**config.mk**
```make
export PLATFORM = sky130hd
export DESIGN_NAME = rv_reg_slice
export DESIGN_NICKNAME = d
export VERILOG_FILES = /design/src/rtl/rv_slice_pkg.sv /design/src/rtl/rv_slice_ctrl.sv /design/src/rtl/rv_slice_store.sv /design/src/rtl/rv_reg_slice.sv
export SDC_FILE = /design/constraint.sdc
export NUM_CORES = 1
export LEC_CHECK = 0
export ABC_AREA = 1
export BUFFER_PORTS_ARGS = -buffer_cell sky130_fd_sc_hd__buf_4
export CORE_MARGIN = 8
export CORE_UTILIZATION = 48
export DETAILED_ROUTE_END_ITERATION = 10
export PLACE_DENSITY_LB_ADDON = 0.3
export SETUP_SLACK_MARGIN = 0.3
export SYNTH_ARGS = -nofsm -noshare
export SYNTH_HDL_FRONTEND = slang
export SYNTH_SLANG_ARGS = --single-unit
```
**constraint.sdc**
```tcl
create_clock -name clk_i -period 1.7 [get_ports clk_i]
set_input_delay 0.255 -clock clk_i [delete_from_list [all_inputs] [get_ports clk_i]]
set_output_delay 0.255 -clock clk_i [all_outputs]
set_load 0.1 [all_outputs]
```
**src/rtl/rv_slice_pkg.sv**
```systemverilog
package rv_slice_pkg;

  // stage occupancy: output entry only, or output plus skid entry
  typedef enum logic [1:0] {
    OCC_EMPTY = 2'd0,
    OCC_ONE   = 2'd1,
    OCC_FULL  = 2'd2
  } occ_e;

  // source for the output entry on the next edge
  typedef enum logic [1:0] {
    LD_HOLD = 2'd0,
    LD_IN   = 2'd1,
    LD_SKID = 2'd2
  } main_sel_e;

endpackage

```
**src/rtl/rv_slice_ctrl.sv**
```systemverilog
module rv_slice_ctrl
  import rv_slice_pkg::*;
(
  input  logic      clk_i,
  input  logic      rst_ni,
  input  logic      in_valid_i,
  input  logic      out_ready_i,
  output logic      in_ready_o,
  output logic      out_valid_o,
  output main_sel_e main_sel_o,
  output logic      skid_load_o
);

  occ_e occ_q, occ_d;
  logic ready_q, valid_q;
  logic in_fire, out_fire;

  assign in_fire  = in_valid_i & ready_q;
  assign out_fire = valid_q & out_ready_i;

  always_comb begin
    occ_d       = occ_q;
    main_sel_o  = LD_HOLD;
    skid_load_o = 1'b0;
    unique case (occ_q)
      OCC_EMPTY: begin
        if (in_fire) begin
          main_sel_o = LD_IN;
          occ_d      = OCC_ONE;
        end
      end
      OCC_ONE: begin
        if (in_fire && out_fire) begin
          main_sel_o = LD_IN;
        end else if (in_fire) begin
          // consumer stalled while a word arrives: park it
          skid_load_o = 1'b1;
          occ_d       = OCC_FULL;
        end else if (out_fire) begin
          occ_d = OCC_EMPTY;
        end
      end
      OCC_FULL: begin
        if (out_fire) begin
          main_sel_o = LD_SKID;
          occ_d      = OCC_ONE;
        end
      end
      default: occ_d = OCC_EMPTY;
    endcase
  end

  always_ff @(posedge clk_i or negedge rst_ni) begin
    if (!rst_ni) begin
      occ_q   <= OCC_EMPTY;
      ready_q <= 1'b1;
      valid_q <= 1'b0;
    end else begin
      occ_q   <= occ_d;
      ready_q <= (occ_d != OCC_FULL);
      valid_q <= (occ_d != OCC_EMPTY);
    end
  end

  assign in_ready_o  = ready_q;
  assign out_valid_o = valid_q;

endmodule

```
**src/rtl/rv_slice_store.sv**
```systemverilog
module rv_slice_store
  import rv_slice_pkg::*;
#(
  parameter int DATA_W = 32
) (
  input  logic              clk_i,
  input  logic              rst_ni,
  input  logic [DATA_W-1:0] in_data_i,
  input  main_sel_e         main_sel_i,
  input  logic              skid_load_i,
  output logic [DATA_W-1:0] out_data_o
);

  logic [DATA_W-1:0] main_q, skid_q;

  always_ff @(posedge clk_i or negedge rst_ni) begin
    if (!rst_ni) begin
      main_q <= '0;
      skid_q <= '0;
    end else begin
      if (skid_load_i) skid_q <= in_data_i;
      unique case (main_sel_i)
        LD_IN:   main_q <= in_data_i;
        LD_SKID: main_q <= skid_q;
        default: main_q <= main_q;
      endcase
    end
  end

  assign out_data_o = main_q;

endmodule

```
**src/rtl/rv_reg_slice.sv**
```systemverilog
module rv_reg_slice
  import rv_slice_pkg::*;
#(
  parameter int DATA_W = 32
) (
  input  logic              clk_i,
  input  logic              rst_ni,
  input  logic              in_valid_i,
  output logic              in_ready_o,
  input  logic [DATA_W-1:0] in_data_i,
  output logic              out_valid_o,
  input  logic              out_ready_i,
  output logic [DATA_W-1:0] out_data_o
);

  main_sel_e main_sel;
  logic      skid_load;

  rv_slice_ctrl i_ctrl (
    .clk_i       (clk_i),
    .rst_ni      (rst_ni),
    .in_valid_i  (in_valid_i),
    .out_ready_i (out_ready_i),
    .in_ready_o  (in_ready_o),
    .out_valid_o (out_valid_o),
    .main_sel_o  (main_sel),
    .skid_load_o (skid_load)
  );

  rv_slice_store #(.DATA_W(DATA_W)) i_store (
    .clk_i       (clk_i),
    .rst_ni      (rst_ni),
    .in_data_i   (in_data_i),
    .main_sel_i  (main_sel),
    .skid_load_i (skid_load),
    .out_data_o  (out_data_o)
  );

endmodule

```
== Yosys cells after proc, flatten, opt, wreduce, memory -nomap -nowiden ==
Cells that the tools add are included.
Word-level totals
  register bits after elaboration: 68
  bits of input ports: 36
  output and inout bits: 34
  word-level logic and storage cells: 30
Operators by class
  equality and inequality tests: 5
  mux-type cells: 14
  bitwise logic cells: 2
  reduce and logical (&&, ||, !) cells: 4
Operators with widths (count)
  $pmux 32 s2: 1
  $mux 2: 6
  $pmux 2 s3: 2
  $mux 1: 5
  $eq 2x1->1 const B: 2
  $eq 2x2->1 const B: 2
  $reduce_bool 2->1: 2
  $and 1x1->1: 2
  $logic_not 2->1: 1
  $ne 2x2->1 const B: 1
  $logic_and 1x1->1: 1

== Depth between registers and ports, before layout ==
Gate-level depths: netlist (run 1).
  depth after elaboration: 6
  depth in mapped cells: 10
  gate-level depth less buffers: 8

== Modules after synthesis ==
From an unflattened synthesis (run 1), not the netlist that was laid out.
Second synthesis, totals
  cells, all modules: 404
  area total of the unflattened synthesis: 3164.3 um^2
Modules (own cells, without submodules)
  rv_slice_store: instances 1, cells each 377, area each 2955.3 um^2, sequential area each 1601.5 um^2
  rv_slice_ctrl: instances 1, cells each 27, area each 209.0 um^2, sequential area each 101.3 um^2

== Worst setup path after synthesis (run 1) ==
OpenSTA, ideal clock, no wires.
  path kind: register to register
  start point: reg i_ctrl.valid_q, in the netlist i_ctrl.out_valid_o
  end point: reg i_store.main_q[23], in the netlist i_store.out_data_o[23]
  setup time: 0.076 ns
  data arrival time: 2.188 ns
  required time: 1.624 ns
  setup slack: -0.565 ns
  cell stages (with the launch flop): 9
  buffers on the path: 2
  period minus slack after synthesis: 2.265 ns
  cell sequence: dfrtp_1 -> nand2_2 -> nand2_2 -> nand4_1 -> ha_1 -> buf_2 -> clkbuf_1 -> nand2_1 -> o21ai_1
On the way
  longest elaborated chain between the ends: 6
  elaborated cells between the ends (all ways): 9
  classes of those cells: eq/ne: 2; mux: 4; bitwise: 1; reduce/logical: 2
Ends and longest elaborated chain
  start: declaration: RTL line rv_slice_ctrl.sv:15  | logic ready_q, valid_q;
  start signal: assignment: RTL line rv_slice_ctrl.sv:61  | valid_q <= (occ_d != OCC_EMPTY);
  $and 1x1->1 *: RTL line rv_slice_ctrl.sv:19  | assign out_fire = valid_q & out_ready_i;
  $logic_and 1x1->1: RTL line rv_slice_ctrl.sv:33  | if (in_fire && out_fire) begin
  $mux 1: RTL line rv_slice_ctrl.sv:33
  $pmux 2 s3 *: RTL line rv_slice_ctrl.sv:25  | unique case (occ_q)
  $eq 2x2->1 or $eq 2x1->1 (tied branches): RTL line rv_slice_store.sv:22  | unique case (main_sel_i)
  $pmux 32 s2 or $reduce_bool 2->1 (tied branches)
  end signal: assignment: RTL line rv_slice_store.sv:23  | LD_IN: main_q <= in_data_i;
  end signal: assignment: RTL line rv_slice_store.sv:24  | LD_SKID: main_q <= skid_q;
  end signal: assignment: RTL line rv_slice_store.sv:25  | default: main_q <= main_q;
  end: declaration: RTL line rv_slice_store.sv:14  | logic [DATA_W-1:0] main_q, skid_q;
Mark *: on every way between the ends. The rest lies on a longest branch, timed or not.
A chain may end at the register's enable or synchronous reset.

== Worst setup path in the final report (run 1) ==
  start point: reg i_ctrl.ready_q, in the netlist i_ctrl.in_ready_o
  end point: reg i_store.main_q[1], in the netlist i_store.out_data_o[1]
On the way
  longest elaborated chain between the ends: 6
  elaborated cells between the ends (all ways): 9
  classes of those cells: eq/ne: 2; mux: 4; bitwise: 1; reduce/logical: 2
Ends and longest elaborated chain
  start: declaration: RTL line rv_slice_ctrl.sv:15
  start signal: assignment: RTL line rv_slice_ctrl.sv:60  | ready_q <= (occ_d != OCC_FULL);
  $and 1x1->1 *: RTL line rv_slice_ctrl.sv:18  | assign in_fire = in_valid_i & ready_q;
  $logic_and 1x1->1: RTL line rv_slice_ctrl.sv:33
  $mux 1: RTL line rv_slice_ctrl.sv:33
  $pmux 2 s3 *: RTL line rv_slice_ctrl.sv:25
  $eq 2x2->1 or $eq 2x1->1 (tied branches): RTL line rv_slice_store.sv:22
  $pmux 32 s2 or $reduce_bool 2->1 (tied branches)
Marks and branches as above.

==> qor_table.md, run 1 <==
| Item | This run |
| --- | --- |
| Top cells by area, synth | dfrtp_1 54%, o21ai_0 10%, nand2_1 9.0% |
| Top-area cell type share of the netlist area | 53.6% |
| Post-synthesis cell type count | 21 |
| Complex-gate fraction of the synthesized area | 18.9% |
| Mean Syn Cell Area | 9.32 µm² |
| Layout Nets | 469 |
| Multi-input gate area | 0.00134 mm² |
| CTS clock-pin slew for the worst setup and hold paths | 0.07 ns |
| Arrival time of data at the critical path endpoint | 1.86 ns |
| GRT overflow | 0 |
| Number of design-rule violations left by the first detailed-router iteration | 96 |
| Final Routed Wirelength | 9320 µm |
| Drt first pass iters | 6 |
| Number of buffers between clock root and the deepest sink | 2 |
| Number of clock sinks seen by CTS | 68 |
| RSZ-0062 raised after global routing | true |
| Total DRC errors in the routed layout | 0 |
| Core region area | 0.00631 mm² |
| Starting Density | 49.6% |
| Crit Reg-Reg Endpoint | i_store.out_data_o[1] |
| Path type of the worst setup path | reg -> reg |
| Hold Path Sink | i_store.skid_q[29] |
| Ordered list of cells on the worst path | nand4_1, ha_4, buf_12, buf_6, o21ai_2, o21ai_1 |
| Max_cap viols | 0 |
| Vert. Die Dim | 96.8 µm |
| Sum of routed wire segments on met1 | 3610 µm |
| Slew Limit Headroom | 80.5% |
| Fraction of the cycle the final worst path needs | 96.5% |
| TritonCTS buffer count | 9 |
| Most common cell in the synthesized netlist | nand2_1 |
| Per-cell routed wire length | 18.2 µm |
| Number of inserted filler cells in the final layout | 458 |
| Type of destination of the critical path | flop |
| Number of cells produced by synthesis | 336 |
| CTS tree | yes |
| Post-synth ARST share | 100% |
| Synthesized Nets | 373 |
| Clock network latency to the later pin of the worst-skew pair | 0.33 ns |
| Startpoint of the lowest-slack hold path | in_data_i[29] |
| First-pass GRT wire length | 12,100 µm |
| Depth of the most critical reg-to-reg path | 6 |
| Input/output buffers | 69 |
| Final count of hold timing violations | 0 |
| Pin slew with the least headroom to its limit | 0.292 ns |
| Number of storage elements in the synthesis netlist | 68 |
| Share of cell area taken by muxes after synthesis | 0% |
| Maximum clock frequency | 0.610 GHz |
| Startpoint type of the worst setup path | flop |
| Inserted Diodes | 0 |
| Run status | finished, final reports clean |
| Warnings, synthesis | 0 |
| Adder-cell area share of the yosys netlist | 0.400% |
| Highest layer used for signal routing | met4 |
| Post-DRT Antenna Nets | 0 |
| Width of the die | 96.8 µm |
| Setup slack of the most critical reg-to-reg path | 0.06 ns |
| Delay of the slowest cell on the worst path | 0.61 ns |
| Combinational family with the most area after synthesis | compound AO/OA/AOI/OAI gates |
| FF+latch area | 0.00171 mm² |
| Area growth from synthesis to layout | 48.8% |
| Half-perimeter wire length after detailed placement | 4730 µm |
| Floorplan die area | 0.00936 mm² |
| Synth area leader | dfrtp_1 |
| Number of pins exceeding their max-slew limit in the final report | 0 |
| Number of H-tree branching levels | 3 |
| Met2 wire length | 4790 µm |
| Sequential share of the synthesized area | 54.4% |
| Synthesized area | 0.00313 mm² |
| Fraction of layout cells with a size suffix above 1 | 53.9% |
| Via count | 2,733 |
| Buffer cell driving the clock tree root | clkbuf_8 |
| Origin of the critical flop-to-flop path | i_ctrl.in_ready_o |
| Final weighted congestion in routability-driven placement | 0.776 |
| Worst EP required | 1.92 ns |
| I/O pins | 70 |
| Count of placed standard cells including taps | 470 |
| Maximum number of pins on one net before global-route repair | 39 |
| Final setup viols | 0 |
| Met3 layer wire length in the routed design | 678 µm |
| Share of synthesized cell area in and, or, nand and nor gates | 16.7% |
| Antenna violations before repair | 0 |
| Final min period | 1.64 ns |
| Tot GR Track Use | 15.4% |
| Setup clock skew after layout | 0.0129 ns |
| Class of the tightest hold or removal check | in -> reg |
| Standard-cell rows | 29 |
| Non-filler cells, final | 513 |
| Critical path fanouts, max | 6 |
| Critical-path cell with the highest stage delay | dfstp_4 |
| Dominant synthesized flop cell | dfrtp_1 |
| Via count of the first global-routing pass | 2,606 |
| Post-synth EDFFs | 0 |
| Commonest cells in the synthesized netlist | 75 x nand2_1, 67 x dfrtp_1, 63 x o21ai_0 |
| Xor/xnor cell area share of the yosys netlist | 0% |
| Via-per-instance ratio | 5.33 |
| Cells on Worst Hold Path | 3 |
[stage by stage]
stage	setup TNS [ns]	util (%)	area (µm²)	hold slack, ns	setup WS, ns
final	0	73.8	4660	0.137	0.0597
after global placement	0	59.4	3750	0.160	0.152
after detailed placement	0	59.4	3750	0.163	0.111
after global routing	-0.0317	73.8	4660	0.124	-0.0138
after CTS	0	63.7	4020	0.124	0.122
after floorplan	-3.05	-	3240	-0.0406	-0.0964
[cell type report]
class,count,area share [%]
clock buffers,13,3.20
inverters,37,2.98
multi-input cells,210,28.7
repair buffers,106,25.5
flip-flops and latches,68,36.7
well taps,77,2.07
clock inverters,2,0.752
[repair_timing]
action | in CTS | in global routing
setup buffers | 1 | 8
pin swaps | 2 | 39
hold buffers | 1 | 0
resized for setup | 41 | 63
endpoints found under the hold margin | 18 | 0
gates cloned | 1 | 17
endpoints found under the setup margin | 33 | 68
[sequential cells by signal, summed over array words and instances (netlist names)]
name,flops
i_store.out_data_o,32
i_ctrl.out_valid_o,1
i_ctrl.occ_q,2
i_ctrl.in_ready_o,1
i_store.skid_q,32
[critical path: cells and delay by family, from the launching register on]
kind | cells | cell delay (ns)
buf+inv | 2 | 0.29
simple gates | 1 | 0.16
fa+ha+maj | 1 | 0.24
compound gates | 2 | 0.23
flops | 1 | 0.61
[how the worst max path moves through the flow]
| stage | slack, ns | startpoint | end | depth (start not counted) |
|---|---|---|---|---|
| detailed placement | 0.11 | i_ctrl.in_ready_o | i_store.out_data_o[24] | 5 |
| finish | 0.06 | i_ctrl.in_ready_o | i_store.out_data_o[1] | 6 |
| global route | -0.01 | i_ctrl.in_ready_o | i_store.out_data_o[31] | 7 |
| CTS | 0.12 | i_ctrl.out_valid_o | i_store.out_data_o[29] | 8 |
| global placement | 0.15 | i_ctrl.in_ready_o | i_store.out_data_o[29] | 5 |
| floorplan | -0.1 | i_ctrl.in_ready_o | i_store.out_data_o[30] | 6 |
[layer usage]
metal,up-vias,GRT usage [%]
li1,1265,-
met1,1325,18.7
met2,123,24.7
met3,20,4.98
met4,0,5.92
met5,-,0
[logic make-up after synthesis]
group                      after synthesis
AOI/OAI and AO/OA                       96
adders and majority gates                1
buffers and inverters                   58
DFF                                     68
and+or+nand+nor                        113
[cells in the final DEF (no fill, tap or decap), types with 2 or more instances in the layout]
cell / instances
clkbuf_16: 10
dfrtp_1: 66
o21ai_1: 35
nand3_1: 3
o21ai_2: 58
nand2_1: 54
o21ai_0: 2
buf_8: 3
inv_1: 35
nand2_2: 45
clkbuf_1: 3
buf_4: 73
clkbuf_8: 10
buf_12: 12
inv_2: 2
buf_6: 6
nand2_4: 6
Power of run 1 is left out: the tool's default activity adds up to more than one toggle a clock period on the data nets, which glitch-free logic cannot reach.
==> inputs of run 2 (changes only) <==
Settings changed: CORE_UTILIZATION 48 to 54.
Clock period 1.7 ns to 1.8 ns, I/O delays scaled along.
==> run 2 against run 1 <==
Against the previous run:
- register-to-register slack gained 0.16 ns
- worst hold slack improved by 0.018 ns
- global-route usage is 1.8 points higher
- utilization decreased by 1.8 points
- clock-buffer cell count grew 1
- non-clock buffer count is 26 lower
- wire length is 27% lower
- design area is 14% lower
- die area shrank 9.3%
- flip-flop and latch count is the same
- via count shrank 10%
- critical path depth is 1 lower
- largest cell class unchanged
==> qor_table.md, run 2 (synthesis gave the netlist of run 1 again) <==
| Item | This run | Change |
| --- | --- | --- |
| Via-per-instance ratio | 5.10 | -4.4% |
| Final Routed Wirelength | 6840 µm | -27% |
| Critical-path cell with the highest stage delay | dfstp_4 |  |
| Drt first pass iters | 4 | -2 |
| Final setup viols | 0 | unchanged |
| Tightest hold margin | 0.155 ns | +0.0183 ns |
| Buffer cell driving the clock tree root | clkbuf_8 |  |
| Number of pins exceeding their max-slew limit in the final report | 0 | unchanged |
| Layout Nets | 443 | -5.5% |
| Setup ws final | 0.221 ns | +0.161 ns |
| Ordered list of cells on the worst path | nand4_1, ha_4, buf_12, nand2_1, o21ai_1 |  |
| Number of buffers between clock root and the deepest sink | 2 | unchanged |
| Via count of the first global-routing pass | 2,525 | -3.1% |
| Total DRC errors in the routed layout | 0 | unchanged |
| TritonCTS buffer count | 9 | unchanged |
| Post-DRT Antenna Nets | 0 | unchanged |
| Via count | 2,456 | -10% |
| Type of destination of the critical path | flop |  |
| Per-cell routed wire length | 14.2 µm | -22% |
| Area growth from synthesis to layout | 27.4% |  |
| Fraction of layout cells with a size suffix above 1 | 38.8% | -15 points |
| Standard-cell rows | 27 | -6.9% |
| Fraction of the cycle the final worst path needs | 87.7% | -8.8 points |
| Floorplan die area | 0.00849 mm² | -9.3% |
| GRT overflow | 0 | unchanged |
| Inserted Diodes | 0 | unchanged |
| First-pass GRT wire length | 12,000 µm | -0.46% |
| Pin slew with the least headroom to its limit | 0.391 ns | +0.0990 ns |
| CTS tree | yes |  |
| Delay of the slowest cell on the worst path | 0.64 ns | +0.03 ns |
| Non-filler cells, final | 482 | -6.0% |
| Maximum number of pins on one net before global-route repair | 37 | -5.1% |
| Final count of hold timing violations | 0 | unchanged |
| Most used cells in the layout excluding fill and tap cells | 75 x nand2_1, 71 x buf_4, 66 x dfrtp_1 |  |
| Worst slack, placed | 0.138 ns | +0.0268 ns |
| Most frequent standard cell in the layout excluding fill and tap cells | nand2_1 |  |
| CTS clock-pin slew for the worst setup and hold paths | 0.07 ns | about the same |
| Class of the tightest hold or removal check | in -> reg |  |
| Width of the die | 92.1 µm | -4.8% |
| Antenna violations before repair | 0 | unchanged |
| Max_cap viols | 0 | unchanged |
| Core region area | 0.00554 mm² | -12% |
| Clock network latency to the later pin of the worst-skew pair | 0.32 ns | about the same |
| Number of inserted filler cells in the final layout | 432 | -5.7% |
| Setup clock skew after layout | 0.00428 ns | -0.00861 ns |
| Worst EP required | 2.05 ns | +0.13 ns |
| Vert. Die Dim | 92.1 µm | -4.8% |
| Number of design-rule violations left by the first detailed-router iteration | 108 | +13% |
| Path type of the worst setup path | reg -> reg |  |
| Slew Limit Headroom | 73.9% | -6.6 points |
| Run status | finished, final reports clean |  |
| Input/output buffers | 69 | unchanged |
| Final weighted congestion in routability-driven placement | 0.728 | -6.2% |
| Starting Density | 56.5% | +6.9 points |
| Final TNS setup | 0 ns | unchanged |
| Number of H-tree branching levels | 3 | unchanged |
| Count of placed standard cells including taps | 464 | -1.3% |
| Half-perimeter wire length after detailed placement | 4630 µm | -2.3% |
| Startpoint type of the worst setup path | flop |  |
| Maximum clock frequency | 0.633 GHz | +3.9% |
| Arrival time of data at the critical path endpoint | 1.83 ns | -0.03 ns |
| Final min period | 1.58 ns | -0.0615 ns |
| Critical path fanouts, max | 23 | +17 |
| RSZ-0062 raised after global routing | true |  |
| Number of clock sinks seen by CTS | 68 | unchanged |
| Tot GR Track Use | 17.2% | +1.8 points |
| I/O pins | 70 | unchanged |
-- run 2: path summary, 6_finish.rpt --
| path | start | endpoint | slack (ns) | cells past startpoint |
|---|---|---|---|---|
| worst min register to register | i_store.out_data_o[30] | i_store.out_data_o[30] | 0.49 | 2 |
| max in group asynchronous | rst_ni | i_store.skid_q[0] | 0.95 | 3 |
| worst max register to register | i_ctrl.in_ready_o | i_store.out_data_o[23] | 0.22 | 5 |
| min in group asynchronous | rst_ni | i_store.out_data_o[20] | 0.28 | 2 |
| worst max-delay path | i_ctrl.in_ready_o | i_store.out_data_o[23] | 0.22 | 5 |
| worst min-delay path | in_data_i[3] | i_store.skid_q[3] | 0.16 | 3 |
-- run 2: timing repair --
item / 4_1_cts / 5_1_grt
cloned: 1 / 0
setup buffers: 1 / 0
pin swaps: 2 / 1
endpoints found under the setup margin: 33 / 33
hold buffers: 1 / 0
gates resized for setup: 19 / 7
endpoints found under the hold margin: 36 / 0
-- run 2: metal layers --
layer  vias to the layer above  wire, µm  global-route usage [%]
met1                      1181      3000                    21.5
met2                        58      3400                    28.2
met4                         0        51                    4.83
met5                         -         0                       0
li1                       1211         -                       -
met3                         6       392                    5.05
-- run 2: metrics by stage --
step,utilization (%),instance area [µm²]
5_1_grt,72.0,3990
3_3_place_gp,67.0,3710
3_5_place_dp,67.0,3710
4_1_cts,71.9,3980
6_report,72.0,3990
2_1_floorplan,-,3230
-- run 2: layout make-up --
cell class	instances	area (µm²)	share of cell area, %
Clock inverter	1	30.0	0.753
Sequential cell	68	1710	42.9
Clock buffer	14	173	4.33
Multi-Input combinational cell	210	1140	28.6
Timing Repair Buffer	80	706	17.7
Inverter	37	139	3.48
Tap cell	72	90.1	2.26
-- run 2: worst max-delay path: cells and delay by family (launching register included) --
kind            cells  cell delay, ns
compound gates      1            0.07
flops               1            0.64
simple gates        2            0.22
buf+inv             1            0.18
fa+ha+maj           1            0.39
Power of run 2 is left out for the same reason.
